<file path="src/rtl/tcmp_pkg.sv">
// Package: shared mode encodings and helpers for the timer compare unit.
// Assumes the mode field is 4 bits wide.
package tcmp_pkg;

    localparam int MODE_W = 4;

    typedef enum logic [MODE_W-1:0] {
        MODE_OFF    = 4'b0000,
        MODE_TOGGLE = 4'b0010,
        MODE_SET    = 4'b1000,
        MODE_CLR    = 4'b1001,
        MODE_SWINT  = 4'b1010
    } tcmp_mode_e;

    // True for encodings whose match sets the flag.
    function automatic logic mode_active(input logic [MODE_W-1:0] m);
        return (m == MODE_TOGGLE) || (m == MODE_SET) ||
               (m == MODE_CLR) || (m == MODE_SWINT);
    endfunction

endpackage

</file>
<file path="src/rtl/tcmp_cfg_reg.sv">
// Module: registers the compare value, timer select and mode so that a
// change seen at one edge governs comparisons from the next edge on.
// Assumes inputs are stable around the clock edge.
module tcmp_cfg_reg #(
    parameter int CMP_W = 16,
    parameter int SEL_W = 1,
    parameter int MODE_W = 4
) (
    input  logic              clk,
    input  logic              rst_n,
    input  logic [CMP_W-1:0]  cmp_in,
    input  logic [SEL_W-1:0]  sel_in,
    input  logic [MODE_W-1:0] mode_in,
    output logic [CMP_W-1:0]  cmp_q,
    output logic [SEL_W-1:0]  sel_q,
    output logic [MODE_W-1:0] mode_q
);

    // Capture the settings every cycle; reset clears them.
    always_ff @(posedge clk) begin
        if (!rst_n) begin
            cmp_q  <= '0;
            sel_q  <= '0;
            mode_q <= '0;
        end else begin
            cmp_q  <= cmp_in;
            sel_q  <= sel_in;
            mode_q <= mode_in;
        end
    end

endmodule

</file>
<file path="src/rtl/tcmp_match_det.sv">
// Module: compares each timer source against the compare value, selects one
// result and reports a one-cycle hit on its rising edge only.
// Assumes sel is below N_SRC.
module tcmp_match_det #(
    parameter int CMP_W = 16,
    parameter int N_SRC = 2,
    localparam int SEL_W = (N_SRC > 1) ? $clog2(N_SRC) : 1
) (
    input  logic                        clk,
    input  logic                        rst_n,
    input  logic [N_SRC-1:0][CMP_W-1:0] src,
    input  logic [CMP_W-1:0]            cmp,
    input  logic [SEL_W-1:0]            sel,
    output logic                        hit
);

    logic [N_SRC-1:0] eq_vec;
    logic             eq_sel;
    logic             eq_prev;

    // One full-width equality comparator per timer source.
    generate
        for (genvar i = 0; i < N_SRC; i++) begin : g_cmp
            assign eq_vec[i] = (src[i] == cmp);
        end
    endgenerate

    // Pick the comparator of the selected source.
    always_comb begin
        eq_sel = 1'b0;
        for (int i = 0; i < N_SRC; i++) begin
            if (sel == SEL_W'(i)) eq_sel = eq_vec[i];
        end
    end

    // Remember last cycle's equality to qualify the edge.
    always_ff @(posedge clk) begin
        if (!rst_n) eq_prev <= 1'b0;
        else        eq_prev <= eq_sel;
    end

    assign hit = eq_sel & ~eq_prev;

endmodule

</file>
<file path="src/rtl/tcmp_out_ctl.sv">
// Module: holds the output latch and the sticky flag and applies the mode
// action on a hit. Assumes hit is a single-cycle pulse.
module tcmp_out_ctl
    import tcmp_pkg::*;
(
    input  logic              clk,
    input  logic              rst_n,
    input  logic              hit,
    input  logic [MODE_W-1:0] mode,
    input  logic              flag_clr,
    output logic              latch,
    output logic              flag
);

    // Latch update: forced low in mode zero, otherwise driven by the action.
    always_ff @(posedge clk) begin
        if (!rst_n) begin
            latch <= 1'b0;
        end else if (mode == MODE_OFF) begin
            latch <= 1'b0;
        end else if (hit) begin
            case (mode)
                MODE_SET:    latch <= 1'b1;
                MODE_CLR:    latch <= 1'b0;
                MODE_TOGGLE: latch <= ~latch;
                default:     latch <= latch;
            endcase
        end
    end

    // Flag: set by an active hit, which wins over a clear strobe.
    always_ff @(posedge clk) begin
        if (!rst_n)                         flag <= 1'b0;
        else if (hit && mode_active(mode))  flag <= 1'b1;
        else if (flag_clr)                  flag <= 1'b0;
    end

endmodule

</file>
<file path="src/rtl/tcmp_unit.sv">
// Module: top of the timer compare channel. Registers the settings, detects
// the first equal cycle against the selected timer, applies the mode action
// and gates the pin and interrupt. Assumes synchronous timer inputs.
module tcmp_unit
    import tcmp_pkg::*;
#(
    parameter int CMP_W = 16,
    localparam int N_SRC = 2,
    localparam int SEL_W = 1
) (
    input  logic              clk,
    input  logic              rst_n,
    input  logic [CMP_W-1:0]  timer_a,
    input  logic [CMP_W-1:0]  timer_b,
    input  logic [CMP_W-1:0]  cmp_val,
    input  logic              tsel,
    input  logic [MODE_W-1:0] mode,
    input  logic              out_en,
    input  logic              irq_en,
    input  logic              flag_clr,
    output logic              pin_val,
    output logic              pin_oe,
    output logic              flag,
    output logic              irq
);

    logic [CMP_W-1:0]            cmp_q;
    logic [SEL_W-1:0]            sel_q;
    logic [MODE_W-1:0]           mode_q;
    logic [N_SRC-1:0][CMP_W-1:0] srcs;
    logic                        hit;
    logic                        latch_q;
    logic                        flag_q;

    assign srcs[0] = timer_a;
    assign srcs[1] = timer_b;

    tcmp_cfg_reg #(.CMP_W(CMP_W), .SEL_W(SEL_W), .MODE_W(MODE_W)) u_cfg (
        .clk(clk), .rst_n(rst_n),
        .cmp_in(cmp_val), .sel_in(tsel), .mode_in(mode),
        .cmp_q(cmp_q), .sel_q(sel_q), .mode_q(mode_q)
    );

    tcmp_match_det #(.CMP_W(CMP_W), .N_SRC(N_SRC)) u_det (
        .clk(clk), .rst_n(rst_n),
        .src(srcs), .cmp(cmp_q), .sel(sel_q), .hit(hit)
    );

    tcmp_out_ctl u_out (
        .clk(clk), .rst_n(rst_n),
        .hit(hit), .mode(mode_q), .flag_clr(flag_clr),
        .latch(latch_q), .flag(flag_q)
    );

    // Pin and interrupt gating.
    assign pin_oe  = out_en;
    assign pin_val = out_en & latch_q;
    assign flag    = flag_q;
    assign irq     = flag_q & irq_en;

endmodule

</file>
<file path="config.mk">
export PLATFORM = sky130hd
export DESIGN_NAME = tcmp_unit
export DESIGN_NICKNAME = d
export VERILOG_FILES = /design/src/rtl/tcmp_pkg.sv /design/src/rtl/tcmp_cfg_reg.sv /design/src/rtl/tcmp_match_det.sv /design/src/rtl/tcmp_out_ctl.sv /design/src/rtl/tcmp_unit.sv
export SDC_FILE = /design/constraint.sdc
export NUM_CORES = 1
export LEC_CHECK = 0
export CORE_ASPECT_RATIO = 0.7
export CORE_MARGIN = 2
export CORE_UTILIZATION = 25
export CTS_BUF_LIST = sky130_fd_sc_hd__clkbuf_2
export CTS_CLUSTER_DIAMETER = 60
export DETAILED_ROUTE_END_ITERATION = 12
export GPL_ROUTABILITY_DRIVEN = 0
export MAX_ROUTING_LAYER = met4
export SKIP_LAST_GASP = 1
export SLEW_MARGIN = 20
export SYNTH_ARGS = -nofsm -noshare
export SYNTH_HDL_FRONTEND = slang
export SYNTH_HIERARCHICAL = 1
export SYNTH_SLANG_ARGS = --single-unit
</file>
<file path="constraint.sdc">
create_clock -name clk -period 2.4 [get_ports clk]
set_clock_uncertainty 0.05 [all_clocks]
set_input_delay 0.24 -clock clk [delete_from_list [all_inputs] [get_ports clk]]
set_output_delay 0.24 -clock clk [all_outputs]
set_load 0.01 [all_outputs]
</file>
==> impl_metrics.env, run 1 <==
export IMPL_status="finished clean"
export IMPL_synth_area_top_cells="dfxtp_1 (42%), mux2i_1 (14%), xnor2_1 (12%), and2_2 (9.8%), and2_1 (4.4%)"
export IMPL_cts_max_path_buffers=2
export IMPL_grt_pass1_vias=949
export IMPL_synthesis_nets=163
export IMPL_synth_edff_count=0
export IMPL_finalHoldViolCount=0
export IMPL_crit_path_end_kind="flop"
export IMPL_grt_pass1_wl_mm=4.07
export IMPL_finalSetupViolations=0
export IMPL_ir_drop_v=0.000176
export IMPL_fmax_ghz=0.431
export IMPL_critical_path_slowest_cell="dfxtp_4"
export IMPL_ioPinCount=62
export IMPL_max_stage_delay_ps=440
export IMPL_synthXorXnorAreaFrac_pct=12.2
export IMPL_hold_buffers=0
export IMPL_ant_nets=0
export IMPL_worst_slew_pin_transition_ps=356
export IMPL_synth_main_ff_cell="dfxtp_1"
export IMPL_num_rows=20
export IMPL_area_growth_pct=67.6
export IMPL_num_vias=956
export IMPL_drtPass1Iterations=3
export IMPL_rsz0062_at_grt="true"
export IMPL_dieArea_mm2=0.00515
export IMPL_grt_max_degree=14
export IMPL_antenna_found_initial=0
export IMPL_p_leak_uw=0.000701
export IMPL_syn_inst=105
export IMPL_start_util_pct=26.2
export IMPL_critPathLaunchType="flop"
export IMPL_cts_buffers=3
export IMPL_netlist_area_leader_share_pct=41.9
export IMPL_synth_top_family_by_area="simple AND/OR/NAND/NOR gates"
export IMPL_drive_gt1_share_pct=22.0
export IMPL_design_final_nets=232
export IMPL_grt_overflow=0
export IMPL_min_path_type="in -> reg"
export IMPL_multi_input_area_um2=663
export IMPL_place_inst=221
export IMPL_synth_cell_types=25
export IMPL_clkSinkCount=24
export IMPL_routed_wl_mm=2.74
export IMPL_fin_util_pct=43.9
export IMPL_yosys_area_share_simple_pct=24.0
export IMPL_synth_compound_area_share_pct=2.18
export IMPL_insertion_delay_ps=320
export IMPL_maxCapViolations=0
export IMPL_n_fill_cell=425
export IMPL_drcViolationCount=0
export IMPL_path_class="reg -> reg"
export IMPL_core_mm2=0.00438
export IMPL_async_flop_share_pct=0
export IMPL_cp_arrival_ps=2510
export IMPL_cts_root_buf="clkbuf_2"
export IMPL_drv_slew=0
export IMPL_via_per_inst=4.19
export IMPL_synthAdderAreaFrac_pct=0
export IMPL_die_width_um=84.9
export IMPL_final_common_cell="clkdlybuf4s50_1"
export IMPL_cp_cell_sequence="buf_8, mux2i_4, xnor2_1, nor4_2, buf_4, nand4_1, nor2_2, nor3b_2, and4b_1, nor4b_2"
export IMPL_cp_required_ps=2590
export IMPL_cts_tree="built"
export IMPL_synthMuxAreaShare_pct=14.0
export IMPL_seqCellArea_um2=484
export IMPL_final_cells=228
export IMPL_synth_avg_cell_area_um2=10.9
export IMPL_power_density_mw_per_mm2=408
export IMPL_critPathMaxFanout=4
export IMPL_wl_per_cell_um=12.0
export IMPL_setup_tns_final_ps=0
export IMPL_yosysTopAreaCell="dfxtp_1"
export IMPL_place_hpwl_mm=2.30
export IMPL_cts_htree_levels=1
export IMPL_ys_ff_latch=24
export IMPL_fin_crit_ps=2320
export IMPL_yosysSeqAreaShare_pct=41.9
export IMPL_clk_pin_slew_worst_paths_ps=210
export IMPL_ff2ff_setup_slack_ps=80
export IMPL_finalPower_uw=784
export IMPL_yosysWarningCount=6
export IMPL_syn_area_mm2=0.00115
export IMPL_grt_usage_pct=10.8
export IMPL_drt_iter0_markers=11
export IMPL_port_buffer_count=61
export IMPL_fin_crit_sh_pct=96.7
export IMPL_diodes=0
export IMPL_die_y_um=60.7
export IMPL_layout_common_cells="clkdlybuf4s50_1 (61), dfxtp_1 (23), xnor2_1 (16)"
export IMPL_slew_headroom_pct=76.2
==> Yosys cell counts (2+ instances only) <==
library cell / number
and2_1: 8
and2_2: 15
buf_6: 3
dfxtp_1: 24
mux2i_1: 16
nor2_1: 2
nor4_1: 4
xnor2_1: 16
==> cell families (layout without fill, tap and decap cells) <==
kind of cell | count (synthesis) | count (layout)
buffers and inverters | 6 | 74
AO/OA/AOI/OAI | 4 | 4
multiplexers | 16 | 16
XOR/XNOR | 16 | 16
AND/OR/NAND/NOR | 39 | 39
flip-flops | 24 | 24
==> final timing paths <==
| check | cells past startpoint | end | start |
|---|---|---|---|
| min reg2reg | 2 | u_out/flag$_SDFFE_PN0P_ | u_out/flag$_SDFFE_PN0P_ |
| max | 10 | u_out/latch$_SDFFE_PP0P_ | u_cfg/sel_q$_SDFF_PN0_ |
| min | 2 | u_cfg/mode_q[3]$_SDFF_PN0_ | mode[3] |
| max reg2reg | 10 | u_out/latch$_SDFFE_PP0P_ | u_cfg/sel_q$_SDFF_PN0_ |
==> registers in the layout, indices dropped and copies added, names as in the netlist <==
name and cells:
u_cfg/cmp_q 16, u_cfg/mode_q 4, u_cfg/sel_q 1, u_det/eq_prev 1, u_out/flag 1, u_out/latch 1
==> through the flow <==
stage,worst slack [ps],instance area [um2],hold WS [ps]
6_report,80.4,1920,417
3_5_place_dp,-200,1800,451
2_1_floorplan,374,1150,302
5_1_grt,-75.1,1920,367
3_3_place_gp,-37.4,1800,442
4_1_cts,32.9,1840,398
==> where the power goes <==
| part | internal, uW | total, uW | switching [uW] |
|---|---|---|---|
| combinational | 147 | 207 | 60.3 |
| clock | 36.2 | 148 | 111 |
| sequential | 418 | 430 | 12.0 |
==> routing by layer <==
metal	wire [um]	vias to the layer above	track usage (%)
met3	168	2	3.67
met5	0	-	-
met2	1480	32	20.7
met4	14	0	2.72
met1	1080	435	10.9
li1	-	487	-
==> critical path: cells and delay by family (launching register included) <==
family,cells,cell delay (ps)
flip-flops,1,440
multiplexers,1,220
XOR/XNOR,1,110
buffers and inverters,2,290
AND/OR/NAND/NOR,6,1130
==> repair_timing <==
| item | 4_1_cts | 5_1_grt |
|---|---|---|
| endpoints found under the hold margin | 0 | 0 |
| setup endpoints to repair | 1 | 1 |
| setup buffers | 0 | 3 |
| gates cloned | 0 | 0 |
| resized for setup | 5 | 12 |
| pin swaps | 0 | 4 |
==> final cells by class <==
cell class | instances | share of cell area (%)
Inverter | 1 | 0.195
Clock buffer | 3 | 0.782
Timing Repair Buffer | 69 | 35.5
Sequential cell | 24 | 25.2
Tap cell | 55 | 3.58
Clock inverter | 1 | 0.195
Multi-Input combinational cell | 75 | 34.5
Power figures use the tool's default switching activity.
==> run 2, diff against run 1 <==
--- a/config.mk
+++ b/config.mk
@@ -5,6 +5,7 @@
 export SDC_FILE = /design/constraint.sdc
 export NUM_CORES = 1
 export LEC_CHECK = 0
+export ABC_CLOCK_PERIOD_IN_PS = 2990
 export CORE_ASPECT_RATIO = 0.7
 export CORE_MARGIN = 2
 export CORE_UTILIZATION = 25
==> constraint.sdc (replaced) <==
create_clock -name clk -period 2.99 [get_ports clk]
set_clock_uncertainty 0.05 [all_clocks]
set_input_delay 0.299 -clock clk [delete_from_list [all_inputs] [get_ports clk]]
set_output_delay 0.299 -clock clk [all_outputs]
set_load 0.01 [all_outputs]
==> run 2 against run 1 <==
  * Sequential power is 20% lower
  * Cell area decreased by 4.8%
  * Clock-buffer cell count stayed put
  * First-iteration DRC count rose to 3.9 times the previous value
  * Combinational power fell by 29%
  * Global-route usage about the same
  * Maximum frequency is 8.3% lower
  * Worst setup slack better by 380 ps
  * Flip-flop and latch count stayed put
==> impl_metrics.env, run 2 (synthesis gave the netlist of run 1 again) <==
export IMPL_place_ws_ps=459
export IMPL_path_class="reg -> reg"
export IMPL_grt_pass1_wl_mm=4.13
export IMPL_cts_tree="built"
export IMPL_dieArea_mm2=0.00515
export IMPL_power_density_mw_per_mm2=384
export IMPL_max_stage_delay_ps=570
export IMPL_num_vias=933
export IMPL_fin_crit_ps=2530
export IMPL_layout_setup_ws_ps=460
export IMPL_design_final_nets=225
export IMPL_cp_cell_sequence="buf_12, mux2i_1, xnor2_1, nor4_1, nand4_1, nor2_1, nor3b_1, and4b_1, nor4b_2"
export IMPL_cts_max_path_buffers=2
export IMPL_antenna_found_initial=0
export IMPL_cp_required_ps=3180
export IMPL_rsz0062_at_grt="false"
export IMPL_wl_met3_um=193
export IMPL_dr_max_layer_used="met4"
export IMPL_met2_length_mm=1.31
export IMPL_start_util_pct=26.2
export IMPL_critical_path_slowest_cell="dfxtp_1"
export IMPL_path_buf_inv=1
export IMPL_reg_top3="u_cfg/cmp_q x16, u_cfg/mode_q x4"
export IMPL_finalSetupViolations=0
export IMPL_crit_path_end_kind="flop"
export IMPL_finalHoldViolCount=0
export IMPL_largest_register_ff_count=16
export IMPL_insertion_delay_ps=330
export IMPL_setup_tns_final_ps=0
export IMPL_ant_nets=0
export IMPL_maxCapViolations=0
export IMPL_fin_area_mm2=0.00183
export IMPL_drcViolationCount=0
export IMPL_routed_wl_mm=2.52
export IMPL_ioPinCount=62
export IMPL_drv_slew=0
export IMPL_p_leak_uw=0.000673
export IMPL_min_path_type="reg -> reg"
export IMPL_cts_htree_levels=1
export IMPL_grt_overflow=0
export IMPL_drive_gt1_share_pct=12.7
export IMPL_area_growth_pct=59.6
export IMPL_drt_iter0_markers=43
export IMPL_layout_common_cells="clkdlybuf4s50_1 (61), dfxtp_1 (24), mux2i_1 (16), xnor2_1 (16), and2_2 (15)"
export IMPL_via_per_inst=4.22
export IMPL_cts_repair_resized=0
export IMPL_critPathLaunchType="flop"
export IMPL_final_common_cell="clkdlybuf4s50_1"
export IMPL_port_buffer_count=61
export IMPL_wl_met1_um=998
export IMPL_core_mm2=0.00438
export IMPL_grt_max_degree=25
export IMPL_cts_root_buf="clkbuf_2"
export IMPL_clkSinkCount=24
export IMPL_fin_crit_sh_pct=84.6
export IMPL_cp_top_family="simple AND/OR/NAND/NOR gates"
export IMPL_slew_headroom_pct=56.4
export IMPL_grt_usage_pct=10.9
export IMPL_post_cts_setup_buffers=0
export IMPL_die_y_um=60.7
export IMPL_ir_drop_v=0.000169
export IMPL_num_rows=20
export IMPL_largest_register="u_cfg/cmp_q"
export IMPL_grt_pass1_vias=980
export IMPL_hold_buffers=0
export IMPL_worst_slew_pin_transition_ps=652
export IMPL_cts_buffers=3
export IMPL_drtPass1Iterations=3
export IMPL_critPathMaxFanout=12
export IMPL_diodes=0
export IMPL_status="finished clean"
export IMPL_dpl_cell_area_mm2=0.00178
export IMPL_die_width_um=84.9
export IMPL_n_fill_cell=429
export IMPL_wl_per_cell_um=11.4
export IMPL_cp_arrival_ps=2720
export IMPL_clk_pin_slew_worst_paths_ps=210
export IMPL_fmax_ghz=0.395
run 2: changes by cell type in the layout (fill, tap and decap cells not counted), sizes merged:
cell / before / now
clkinv: 1 / 0
buf: 8 / 1
bufinv: 0 / 1
run 2: layout make-up:
type                    instances  area [um2]  area share (%)
flip-flops and latches         24         480            26.3
repair buffers                 62         631            34.5
multi-input cells              75         601            32.8
clock buffers                   3        15.0           0.821
inverters                       1        3.75           0.205
well taps                      55        68.8            3.76
clock inverters                 1        30.0            1.64
run 2: where the power goes:
part	leakage, uW	internal (uW)	switching (uW)	total [uW]
sequential	0.000199	336	9.24	345
combinational	0.000447	108	39.7	148
clock	0.0000266	115	94.2	210
total	0.000673	559	143	702
run 2: worst min-delay path, delay by kind of cell, from the launching register on:
kind,cells,cell delay [ps]
AND/OR/NAND/NOR,1,60
flip-flops,1,370
AO/OA/AOI/OAI,1,60
run 2: per-layer routing:
layer / global-route usage [%] / vias up
met3: 4.08 / 2
li1: - / 475
met2: 20.2 / 32
met1: 11.3 / 424
met5: - / -
met4: 2.04 / 0
run 2: path summary, 6_finish.rpt:
path	slack (ps)	startpoint	endpoint	depth (start not counted)
setup / recovery	460	u_cfg/sel_q$_SDFF_PN0_	u_out/latch$_SDFFE_PP0P_	9
hold / removal	460	u_out/flag$_SDFFE_PN0P_	u_out/flag$_SDFFE_PN0P_	2
hold reg to reg	460	u_out/flag$_SDFFE_PN0P_	u_out/flag$_SDFFE_PN0P_	2
setup reg to reg	460	u_cfg/sel_q$_SDFF_PN0_	u_out/latch$_SDFFE_PP0P_	9
run 2: stage by stage:
stage	instances	utilization, %	total power (uW)	hold slack, ps
floorplan	105	-	418	361
global placement	217	40.7	499	441
detailed placement	217	40.7	502	451
CTS	221	41.8	714	438
global route	221	41.8	738	425
finish	221	41.8	702	462
